## src/rtl/minerPkg.sv

```systemverilog
package minerPkg;
  localparam int WORD_W      = 32;
  localparam int NUM_WORDS   = 8;
  localparam int BLOCK_WORDS = 16;
  localparam int TAIL_WORDS  = 3;
  localparam int ROUNDS      = 64;
  localparam int RND_W       = $clog2(ROUNDS);
  localparam int STATE_W     = WORD_W * NUM_WORDS;

  typedef logic [WORD_W-1:0] wordT;

  localparam wordT PAD_WORD = 32'h8000_0000;
  localparam wordT LEN_HDR  = 32'd640;
  localparam wordT LEN_DIG  = 32'd256;

  typedef struct packed {
    logic loadFirst;
    logic loadSecond;
    logic step;
    logic finalAdd;
  } strobeT;

  localparam wordT IV_TABLE [NUM_WORDS] = '{
    32'h6a09e667, 32'hbb67ae85, 32'h3c6ef372, 32'ha54ff53a,
    32'h510e527f, 32'h9b05688c, 32'h1f83d9ab, 32'h5be0cd19};

  localparam wordT K_TABLE [ROUNDS] = '{
    32'h428a2f98, 32'h71374491, 32'hb5c0fbcf, 32'he9b5dba5, 32'h3956c25b, 32'h59f111f1, 32'h923f82a4, 32'hab1c5ed5,
    32'hd807aa98, 32'h12835b01, 32'h243185be, 32'h550c7dc3, 32'h72be5d74, 32'h80deb1fe, 32'h9bdc06a7, 32'hc19bf174,
    32'he49b69c1, 32'hefbe4786, 32'h0fc19dc6, 32'h240ca1cc, 32'h2de92c6f, 32'h4a7484aa, 32'h5cb0a9dc, 32'h76f988da,
    32'h983e5152, 32'ha831c66d, 32'hb00327c8, 32'hbf597fc7, 32'hc6e00bf3, 32'hd5a79147, 32'h06ca6351, 32'h14292967,
    32'h27b70a85, 32'h2e1b2138, 32'h4d2c6dfc, 32'h53380d13, 32'h650a7354, 32'h766a0abb, 32'h81c2c92e, 32'h92722c85,
    32'ha2bfe8a1, 32'ha81a664b, 32'hc24b8b70, 32'hc76c51a3, 32'hd192e819, 32'hd6990624, 32'hf40e3585, 32'h106aa070,
    32'h19a4c116, 32'h1e376c08, 32'h2748774c, 32'h34b0bcb5, 32'h391c0cb3, 32'h4ed8aa4a, 32'h5b9cca4f, 32'h682e6ff3,
    32'h748f82ee, 32'h78a5636f, 32'h84c87814, 32'h8cc70208, 32'h90befffa, 32'ha4506ceb, 32'hbef9a3f7, 32'hc67178f2};

  function automatic wordT rotr(input wordT x, input int n);
    return (x >> n) | (x << (WORD_W - n));
  endfunction

  function automatic wordT bigSig0(input wordT x);
    return rotr(x, 2) ^ rotr(x, 13) ^ rotr(x, 22);
  endfunction

  function automatic wordT bigSig1(input wordT x);
    return rotr(x, 6) ^ rotr(x, 11) ^ rotr(x, 25);
  endfunction

  function automatic wordT smallSig0(input wordT x);
    return rotr(x, 7) ^ rotr(x, 18) ^ (x >> 3);
  endfunction

  function automatic wordT smallSig1(input wordT x);
    return rotr(x, 17) ^ rotr(x, 19) ^ (x >> 10);
  endfunction

  function automatic wordT chooseFn(input wordT e, input wordT f, input wordT g);
    return (e & f) ^ (~e & g);
  endfunction

  function automatic wordT majFn(input wordT a, input wordT b, input wordT c);
    return (a & b) ^ (a & c) ^ (b & c);
  endfunction
endpackage

```

## src/rtl/minerCtrl.sv

```systemverilog
module minerCtrl
  import minerPkg::*;
#(
  parameter bit EARLY_REJECT = 1'b1
) (
  input  logic             clk,
  input  logic             rstN,
  input  logic             start,
  input  logic             gMatch,
  input  logic             hMatch,
  output strobeT           strobe,
  output logic [RND_W-1:0] roundIdx,
  output logic             busy,
  output logic             done,
  output logic             shareFound
);
  typedef enum logic [1:0] {IDLE, PASS1, PASS2, FINISH} phaseT;

  phaseT            phase;
  logic [RND_W-1:0] rnd;
  logic             lastRound;
  logic             goFinish;

  assign lastRound = (rnd == RND_W'(ROUNDS - 1));

  generate
    if (EARLY_REJECT) begin : g_reject
      assign goFinish = gMatch;
    end else begin : g_full
      assign goFinish = 1'b1;
    end
  endgenerate

  always_comb begin
    strobe.loadFirst  = (phase == IDLE) && start;
    strobe.step       = (phase == PASS1) || (phase == PASS2);
    strobe.loadSecond = (phase == PASS1) && lastRound;
    strobe.finalAdd   = (phase == FINISH);
  end

  assign roundIdx = rnd;
  assign busy     = (phase != IDLE);

  always_ff @(posedge clk) begin
    if (!rstN) begin
      phase      <= IDLE;
      rnd        <= '0;
      done       <= 1'b0;
      shareFound <= 1'b0;
    end else begin
      done       <= 1'b0;
      shareFound <= 1'b0;
      unique case (phase)
        IDLE: begin
          if (start) begin
            phase <= PASS1;
            rnd   <= '0;
          end
        end
        PASS1: begin
          rnd <= rnd + 1'b1;
          if (lastRound) phase <= PASS2;
        end
        PASS2: begin
          rnd <= rnd + 1'b1;
          if (lastRound) begin
            if (goFinish) begin
              phase <= FINISH;
            end else begin
              phase <= IDLE;
              done  <= 1'b1;
            end
          end
        end
        FINISH: begin
          phase      <= IDLE;
          done       <= 1'b1;
          shareFound <= hMatch;
        end
        default: phase <= IDLE;
      endcase
    end
  end
endmodule

```

## src/rtl/minerDatapath.sv

```systemverilog
module minerDatapath
  import minerPkg::*;
#(
  parameter wordT CHECK_H = 32'ha41f32e7
) (
  input  logic               clk,
  input  logic               rstN,
  input  strobeT             strobe,
  input  logic [RND_W-1:0]   roundIdx,
  input  logic [STATE_W-1:0] midstate,
  input  logic [TAIL_WORDS*WORD_W-1:0] tailWords,
  input  wordT               nonce,
  output logic               gMatch,
  output logic               hMatch,
  output wordT               nonceOut,
  output logic [STATE_W-1:0] digestOut
);
  wordT st   [NUM_WORDS];
  wordT mid  [NUM_WORDS];
  wordT dig  [NUM_WORDS];
  wordT win  [BLOCK_WORDS];
  wordT nxt  [NUM_WORDS];
  wordT blk1 [BLOCK_WORDS];
  wordT blk2 [BLOCK_WORDS];
  wordT t1, t2, newW, nonceReg;

  always_comb begin
    t1 = st[7] + bigSig1(st[4]) + chooseFn(st[4], st[5], st[6]) + K_TABLE[roundIdx] + win[0];
    t2 = bigSig0(st[0]) + majFn(st[0], st[1], st[2]);
    nxt[0] = t1 + t2;
    nxt[1] = st[0];
    nxt[2] = st[1];
    nxt[3] = st[2];
    nxt[4] = st[3] + t1;
    nxt[5] = st[4];
    nxt[6] = st[5];
    nxt[7] = st[6];
    newW = smallSig1(win[14]) + win[9] + smallSig0(win[1]) + win[0];
  end

  always_comb begin
    for (int i = 0; i < BLOCK_WORDS; i++) begin
      blk1[i] = '0;
      blk2[i] = '0;
    end
    for (int i = 0; i < TAIL_WORDS; i++)
      blk1[i] = tailWords[WORD_W*(TAIL_WORDS-i)-1 -: WORD_W];
    blk1[TAIL_WORDS]     = nonce;
    blk1[TAIL_WORDS+1]   = PAD_WORD;
    blk1[BLOCK_WORDS-1]  = LEN_HDR;
    for (int i = 0; i < NUM_WORDS; i++)
      blk2[i] = nxt[i] + mid[i];
    blk2[NUM_WORDS]      = PAD_WORD;
    blk2[BLOCK_WORDS-1]  = LEN_DIG;
  end

  always_ff @(posedge clk) begin
    if (!rstN) begin
      nonceReg <= '0;
      for (int i = 0; i < NUM_WORDS; i++) begin
        st[i]  <= '0;
        mid[i] <= '0;
        dig[i] <= '0;
      end
      for (int i = 0; i < BLOCK_WORDS; i++) win[i] <= '0;
    end else begin
      if (strobe.loadFirst) begin
        nonceReg <= nonce;
        for (int i = 0; i < NUM_WORDS; i++) begin
          st[i]  <= midstate[WORD_W*(NUM_WORDS-i)-1 -: WORD_W];
          mid[i] <= midstate[WORD_W*(NUM_WORDS-i)-1 -: WORD_W];
        end
        for (int i = 0; i < BLOCK_WORDS; i++) win[i] <= blk1[i];
      end else if (strobe.loadSecond) begin
        for (int i = 0; i < NUM_WORDS; i++) st[i] <= IV_TABLE[i];
        for (int i = 0; i < BLOCK_WORDS; i++) win[i] <= blk2[i];
      end else if (strobe.step) begin
        for (int i = 0; i < NUM_WORDS; i++) st[i] <= nxt[i];
        for (int i = 0; i < BLOCK_WORDS-1; i++) win[i] <= win[i+1];
        win[BLOCK_WORDS-1] <= newW;
      end
      if (strobe.finalAdd) begin
        for (int i = 0; i < NUM_WORDS; i++) dig[i] <= st[i] + IV_TABLE[i];
      end
    end
  end

  assign gMatch   = (st[6] == CHECK_H);
  assign hMatch   = (st[7] == CHECK_H);
  assign nonceOut = nonceReg;

  always_comb begin
    for (int i = 0; i < NUM_WORDS; i++)
      digestOut[WORD_W*(NUM_WORDS-i)-1 -: WORD_W] = dig[i];
  end
endmodule

```

## src/rtl/minerCore.sv

```systemverilog
module minerCore
  import minerPkg::*;
#(
  parameter bit          EARLY_REJECT = 1'b1,
  parameter logic [31:0] SHARE_WORD   = 32'h0000_0000
) (
  input  logic         clk,
  input  logic         rstN,
  input  logic         start,
  input  logic [255:0] midstate,
  input  logic [95:0]  tailWords,
  input  logic [31:0]  nonce,
  output logic         busy,
  output logic         done,
  output logic         shareFound,
  output logic [31:0]  nonceOut,
  output logic [255:0] digestOut
);
  localparam wordT CHECK_H = SHARE_WORD - IV_TABLE[NUM_WORDS-1];

  strobeT           strobe;
  logic [RND_W-1:0] roundIdx;
  logic             gMatch, hMatch;

  minerCtrl #(.EARLY_REJECT(EARLY_REJECT)) uCtrl (
    .clk(clk), .rstN(rstN), .start(start), .gMatch(gMatch), .hMatch(hMatch),
    .strobe(strobe), .roundIdx(roundIdx), .busy(busy), .done(done),
    .shareFound(shareFound)
  );

  minerDatapath #(.CHECK_H(CHECK_H)) uPath (
    .clk(clk), .rstN(rstN), .strobe(strobe), .roundIdx(roundIdx),
    .midstate(midstate), .tailWords(tailWords), .nonce(nonce),
    .gMatch(gMatch), .hMatch(hMatch), .nonceOut(nonceOut), .digestOut(digestOut)
  );
endmodule

```

## config.mk

```make
export PLATFORM = sky130hd
export DESIGN_NAME = minerCore
export DESIGN_NICKNAME = d
export VERILOG_FILES = /design/src/rtl/minerPkg.sv /design/src/rtl/minerCtrl.sv /design/src/rtl/minerDatapath.sv /design/src/rtl/minerCore.sv
export SDC_FILE = /design/constraint.sdc
export NUM_CORES = 2
export LEC_CHECK = 0
export BUFFER_PORTS_ARGS = -buffer_cell sky130_fd_sc_hd__buf_4
export CAP_MARGIN = 30
export CORE_MARGIN = 1.5
export CORE_UTILIZATION = 55
export DETAILED_ROUTE_END_ITERATION = 6
export PLACE_DENSITY = 0.77
export SLEW_MARGIN = 0
export SYNTH_ARGS = -nofsm -noshare
export SYNTH_HDL_FRONTEND = slang
export SYNTH_HIERARCHICAL = 1
export SYNTH_SLANG_ARGS = --single-unit
```

## constraint.sdc

```tcl
create_clock -name clk -period 11.4 [get_ports clk]
set_input_delay 0.57 -clock clk [delete_from_list [all_inputs] [get_ports clk]]
set_output_delay 0.57 -clock clk [all_outputs]
set_load 0.05 [all_outputs]
```

Yosys cells after proc, flatten, opt, wreduce, memory -nomap -nowiden

Memories as Yosys holds them, arrays and structs flattened.
Index checks and enable logic that the tools add are counted.

Memory bits (read-only): 2048
Bits in writable memories: 1280
Logic and storage cells: 289
Flip-flop bits (word level): 42
Memories: 5
Output and inout port bits: 291
Bits of input ports: 387

Bitwise gates (word level): 116
Muxes and demuxes: 116
Equality and inequality tests: 9
Magnitude comparators: 1
Reductions and logical operators: 10
Add/subtract/negate cells: 27

Memory list:

| memory           | depth | bits a word | rd ports | clocked after Yosys merged registers in | write ports | RTL line            | source |
|---|---|---|---|---|---|---|---|
| (name not given) | 64    | 32          | 1        | 0                                       | 0           | minerDatapath.sv:28 | `t1 = st[7] + bigSig1(st[4]) + chooseFn(st[4], st[5], st[6]) + K_TABLE[roundIdx] + win[0];` |
| uPath.win        | 16    | 32          | 16       | 0                                       | 16          | minerDatapath.sv:21 | `wordT win [BLOCK_WORDS];` |
| uPath.dig        | 8     | 32          | 8        | 0                                       | 8           | minerDatapath.sv:20 | `wordT dig [NUM_WORDS];` |
| uPath.mid        | 8     | 32          | 8        | 0                                       | 8           | minerDatapath.sv:19 | `wordT mid [NUM_WORDS];` |
| uPath.st         | 8     | 32          | 8        | 0                                       | 8           | minerDatapath.sv:18 | `wordT st [NUM_WORDS];` |

Operators with widths:

| operator                                                          | count |
|---|---|
| 32-bit two-way mux                                                | 90 |
| 32-bit adder                                                      | 18 |
| 32-bit bitwise XOR                                                | 9 |
| 32-bit AND                                                        | 5 |
| 32-bit by 31-bit adder with 32-bit output (second input constant) | 3 |
| 32-bit adder (second input constant)                              | 3 |
| 1-bit OR                                                          | 88 |
| 32-bit == test (second input constant)                            | 2 |
| 32-bit by 29-bit adder with 32-bit output (second input constant) | 1 |
| 32-bit by 30-bit adder with 32-bit output (second input constant) | 1 |
| 32-bit NOT                                                        | 1 |
| 10-bit by 32-bit OR with 32-bit output                            | 1 |
| 13-bit by 32-bit OR with 32-bit output                            | 1 |
| 14-bit by 32-bit OR with 32-bit output                            | 1 |
| 15-bit by 32-bit OR with 32-bit output                            | 1 |
| 19-bit by 32-bit OR with 32-bit output                            | 1 |
| 21-bit by 32-bit OR with 32-bit output                            | 1 |
| 25-bit by 32-bit OR with 32-bit output                            | 1 |
| 26-bit by 32-bit OR with 32-bit output                            | 1 |
| 30-bit by 32-bit OR with 32-bit output                            | 1 |
| 7-bit by 32-bit OR with 32-bit output                             | 1 |
| 32-bit by 22-bit bitwise XOR with 32-bit output                   | 1 |
| 32-bit by 29-bit bitwise XOR with 32-bit output                   | 1 |
| 1-bit two-way mux                                                 | 18 |
| 20 further kinds                                                  | 28 |

Logic depth before layout (Yosys ltp)

An unclocked memory read counts as a cell.

Depth in word-level cells: 12
Mapped depth: 49
Mapped depth without buffers: 48

Modules after synthesis

Netlist, hierarchy kept.

Modules (own cells, without submodules):

| module        | area each (um^2) | cells an instance | sequential area each (um^2) | times used |
|---|---|---|---|---|
| minerDatapath | 82457.8          | 7693              | 38757.2                     | 1 |
| minerCtrl     | 560.5            | 69                | 200.2                       | 1 |

Worst setup path after synthesis

OpenSTA, ideal clock, no wires.

Path type: register to register
Start point: reg uCtrl.phase[0]
End point: mem uPath/win[0][100] in the netlist's numbering, enable pin
Library setup time: 0.594 ns
Arrival time: 11.982 ns
Data required time: 10.806 ns
Path slack: -1.176 ns
Clock period less this slack: 12.576 ns
Buffers on the path: 2
Stages on the path, launching flop included: 11
Path through: dfxtp_1 -> inv_1 -> ha_1 -> nand2_1 -> inv_1 -> nor2b_1 -> clkbuf_1 -> inv_1 -> nor2_1 -> clkbuf_1 -> nand2_1

RTL lines:

| what                   | RTL line            | source |
|---|---|---|
| start, declared        | minerCtrl.sv:19     | `phaseT phase;` |
| start signal, assigned | minerCtrl.sv:46     | `phase <= IDLE;` |
| start signal, assigned | minerCtrl.sv:56     | `phase <= PASS1;` |
| start signal, assigned | minerCtrl.sv:62     | `if (lastRound) phase <= PASS2;` |
| end, declared          | minerDatapath.sv:21 |  |

==> results by group <==
Yosys
  – Post-Syn Instances: 7,762
  – Async S/R FF share, synth: 0%
  – EDFF count, synth: 1,248
  – Synthesized flop and latch total: 1,322
  – Largest family of logic cells by synthesized area: compound AO/OA/AOI/OAI gates
  – Compound-Gate Fraction of Synth Area: 16.3%
  – Seq/Total Area, Yosys: 46.9%
  – Ys flop type: edfxtp_1
  – Post-Synth Adder-Cell Area: 10.9%
  – Mux cell area share after synthesis: 1.27%
  – Mapped Area: 83,000 um2
  – XOR/XNOR share of the synthesized area: 7.87%
  – Syn_area_per_cell: 10.7 um2
  – Synth Area in Simple Gates: 13.2%
  – Synth unique cells: 100
  – Post-Syn Nets: 8,751
  – Synth warn: 6

Route
  – WL per Instance: 33.2 um
  – Post-DRT Antenna Nets: 0
  – Detailed Route Iter0 Violations: 10,400
  – Routed WL: 349,000 um
  – Post-route DRC: 0
  – DR vias/cell: 6.69
  – Vias: 70,400
  – Drt first pass iters: 7

Critical path
  – Worst Path Arrival: 11.33 ns
  – Slowest stage delay, CP: 0.56 ns
  – WP data required: 11.88 ns
  – Crit-path max FO: 12
  – Crit. End Element: flop
  – Slowest CP cell: fa_1
  – Critical setup path kind: reg2reg
  – CP startpoint kind: flop

Clock tree
  – Worst-path clk slew: 0.07 ns
  – H-tree Lvls: 4
  – Number of buffers created by CTS: 147
  – Maximum clock path buffer count: 3
  – Setup Fix Bufs, Post-CTS: 0
  – Worst-Skew Late Latency: 0.80 ns
  – Root Buffer: clkbuf_16
  – CTS Sinks: 1,322
  – # hold bufs at CTS: 0
  – CTS resizes: 0
  – CTS tree: yes

STA
  – Setup violators final: 0
  – Worst-Margin Slew: 1.13 ns
  – Final Skew: 0.0399 ns
  – Achievable frequency: 0.0922 GHz
  – Period utilization: 95.2%
  – Hold Vio Cnt, Final: 0
  – Worst relative slew slack: 24.5%
  – Tmin final: 10.85 ns
  – Total negative setup slack: 0 ns
  – RSZ-0062 raised after global routing: no
  – Final Max Tran Viols: 0

Floorplanning
  – Core area: 150,000 um2
  – Die width: 392 um
  – Row cnt: 142
  – Initial Util: 55.4%
  – Die area: 153,000 um2
  – Die height: 392 um
  – IO Count: 678

Global route
  – First-pass GRT wire length: 482,000 um
  – Tot GR Track Use: 44.5%
  – Largest net degree at the start of global routing: 162
  – GR Overflow Total: 0
  – Initial antenna violation count: 23
  – Vias in the first global route: 66,100

Worst hold path
  – Worst hold path type: in2reg

Final layout
  – Commonest non-fill, non-tap cell in the layout: edfxtp_1
  – Storage cell area: 39,000 um2
  – Multi-input gate area: 41,300 um2
  – Most frequent cells in the layout: edfxtp_1, buf_4, nor2_1, o21ai_0, xnor2_1
  – Syn-to-layout area delta: 15.4%
  – # nets final: 9,359
  – Fillers: 11,700
  – Share of layout cells above drive strength 1: 14.4%

Flow run
  – Max_cap viols: 0

Placement
  – HPWL after DPL: 264,000 um
  – Number of I/O port buffers: 677
  – Placer Congestion: 1.06

Run status
  – Outcome: finished, final reports clean
-- through the flow --
| stage | area (um2) | cells | utilization, % | hold slack, ns | setup slack (ns) |
|---|---|---|---|---|---|
| 2_1_floorplan | 83000 | 7762 | - | 0.479 | 0.0207 |
| 3_3_place_gp | 90700 | 10200 | 60.5 | 0.491 | 0.981 |
| 3_5_place_dp | 90800 | 10200 | 60.6 | 0.504 | 0.830 |
| 4_1_cts | 95600 | 10500 | 63.9 | 0.0150 | 0.744 |
| 5_1_grt | 95800 | 10500 | 64.0 | 0.0344 | 0.00957 |
| 6_report | 95800 | 10500 | 64.0 | 0.0546 | 0.553 |
-- sequential cells by signal, indices dropped and copies added, names as in the netlist --
register	count
uCtrl/roundIdx	6
uPath/dig	256
uCtrl/shareFound	1
uPath/mid	256
uPath/win	512
uPath/nonceOut	32
uCtrl/done	1
uCtrl/phase	2
uPath/st	256
-- final cells by class --
| type | count | share of cell area [%] |
|---|---|---|
| diodes | 9 | 0.0235 |
| clock buffers | 183 | 4.03 |
| clock inverters | 86 | 0.988 |
| inverters | 349 | 1.38 |
| multi-input cells | 5667 | 43.1 |
| flip-flops and latches | 1322 | 40.7 |
| well taps | 2016 | 2.63 |
| repair buffers | 883 | 7.23 |
-- metal layers --
metal | GRT usage [%] | part of all wire (%) | wire length [um]
met5 | 0 | 0.013 | 44
met4 | 27.7 | 7.7 | 27000
met3 | 11.3 | 12 | 43200
met2 | 66.8 | 44 | 152000
met1 | 57.7 | 36 | 127000
-- logic make-up after synthesis --
kind of cell,Yosys count
flip-flops,1322
AND/OR/NAND/NOR,2167
XOR/XNOR,746
AO/OA/AOI/OAI,2056
buffers and inverters,773
multiplexers,91
adder cells (fa/ha/maj),607
-- synthesized netlist by cell type, drive strengths merged (90+ instances only) --
master	number	area, um2
a22oi	93	703
inv	349	1310
nor3	133	666
a21oi	446	2240
and2	127	795
xor2	265	2320
xnor2	481	4210
nor2b	100	626
nor2	543	2040
o21ai	534	2680
nand3	102	510
nand2b	90	563
fa	195	3900
nand2	433	1630
ha	407	5090
clkbuf	392	1470
a21o	295	2210
a211o	101	885
and3	468	2930
edfxtp	1248	37500
-- path summary, 6_finish.rpt --
path,start,endpoint,slack [ns],cells past startpoint
max,uCtrl/roundIdx[0]$_SDFFE_PN0P_,uPath/win[0][31]$_DFFE_PP_,0.55,45
min,nonce[19],uPath/nonceOut[19]$_SDFFE_PN0P_,0.05,3
max reg2reg,uCtrl/roundIdx[0]$_SDFFE_PN0P_,uPath/win[0][31]$_DFFE_PP_,0.55,45
min reg2reg,uCtrl/phase[0]$_SDFFE_PN0P_,uCtrl/phase[0]$_SDFFE_PN0P_,0.52,2
-- critical path: cells and delay by family (launching register included) --
kind | cells | cell delay [ns]
XOR/XNOR | 3 | 0.79
adder cells (fa/ha/maj) | 7 | 3.02
multiplexers | 1 | 0.52
AO/OA/AOI/OAI | 20 | 3.84
AND/OR/NAND/NOR | 8 | 1.27
buffers and inverters | 6 | 0.78
flip-flops | 1 | 0.31
Power is left out: the tool's default activity adds up to more than one toggle a clock period on the data nets, which glitch-free logic cannot reach.
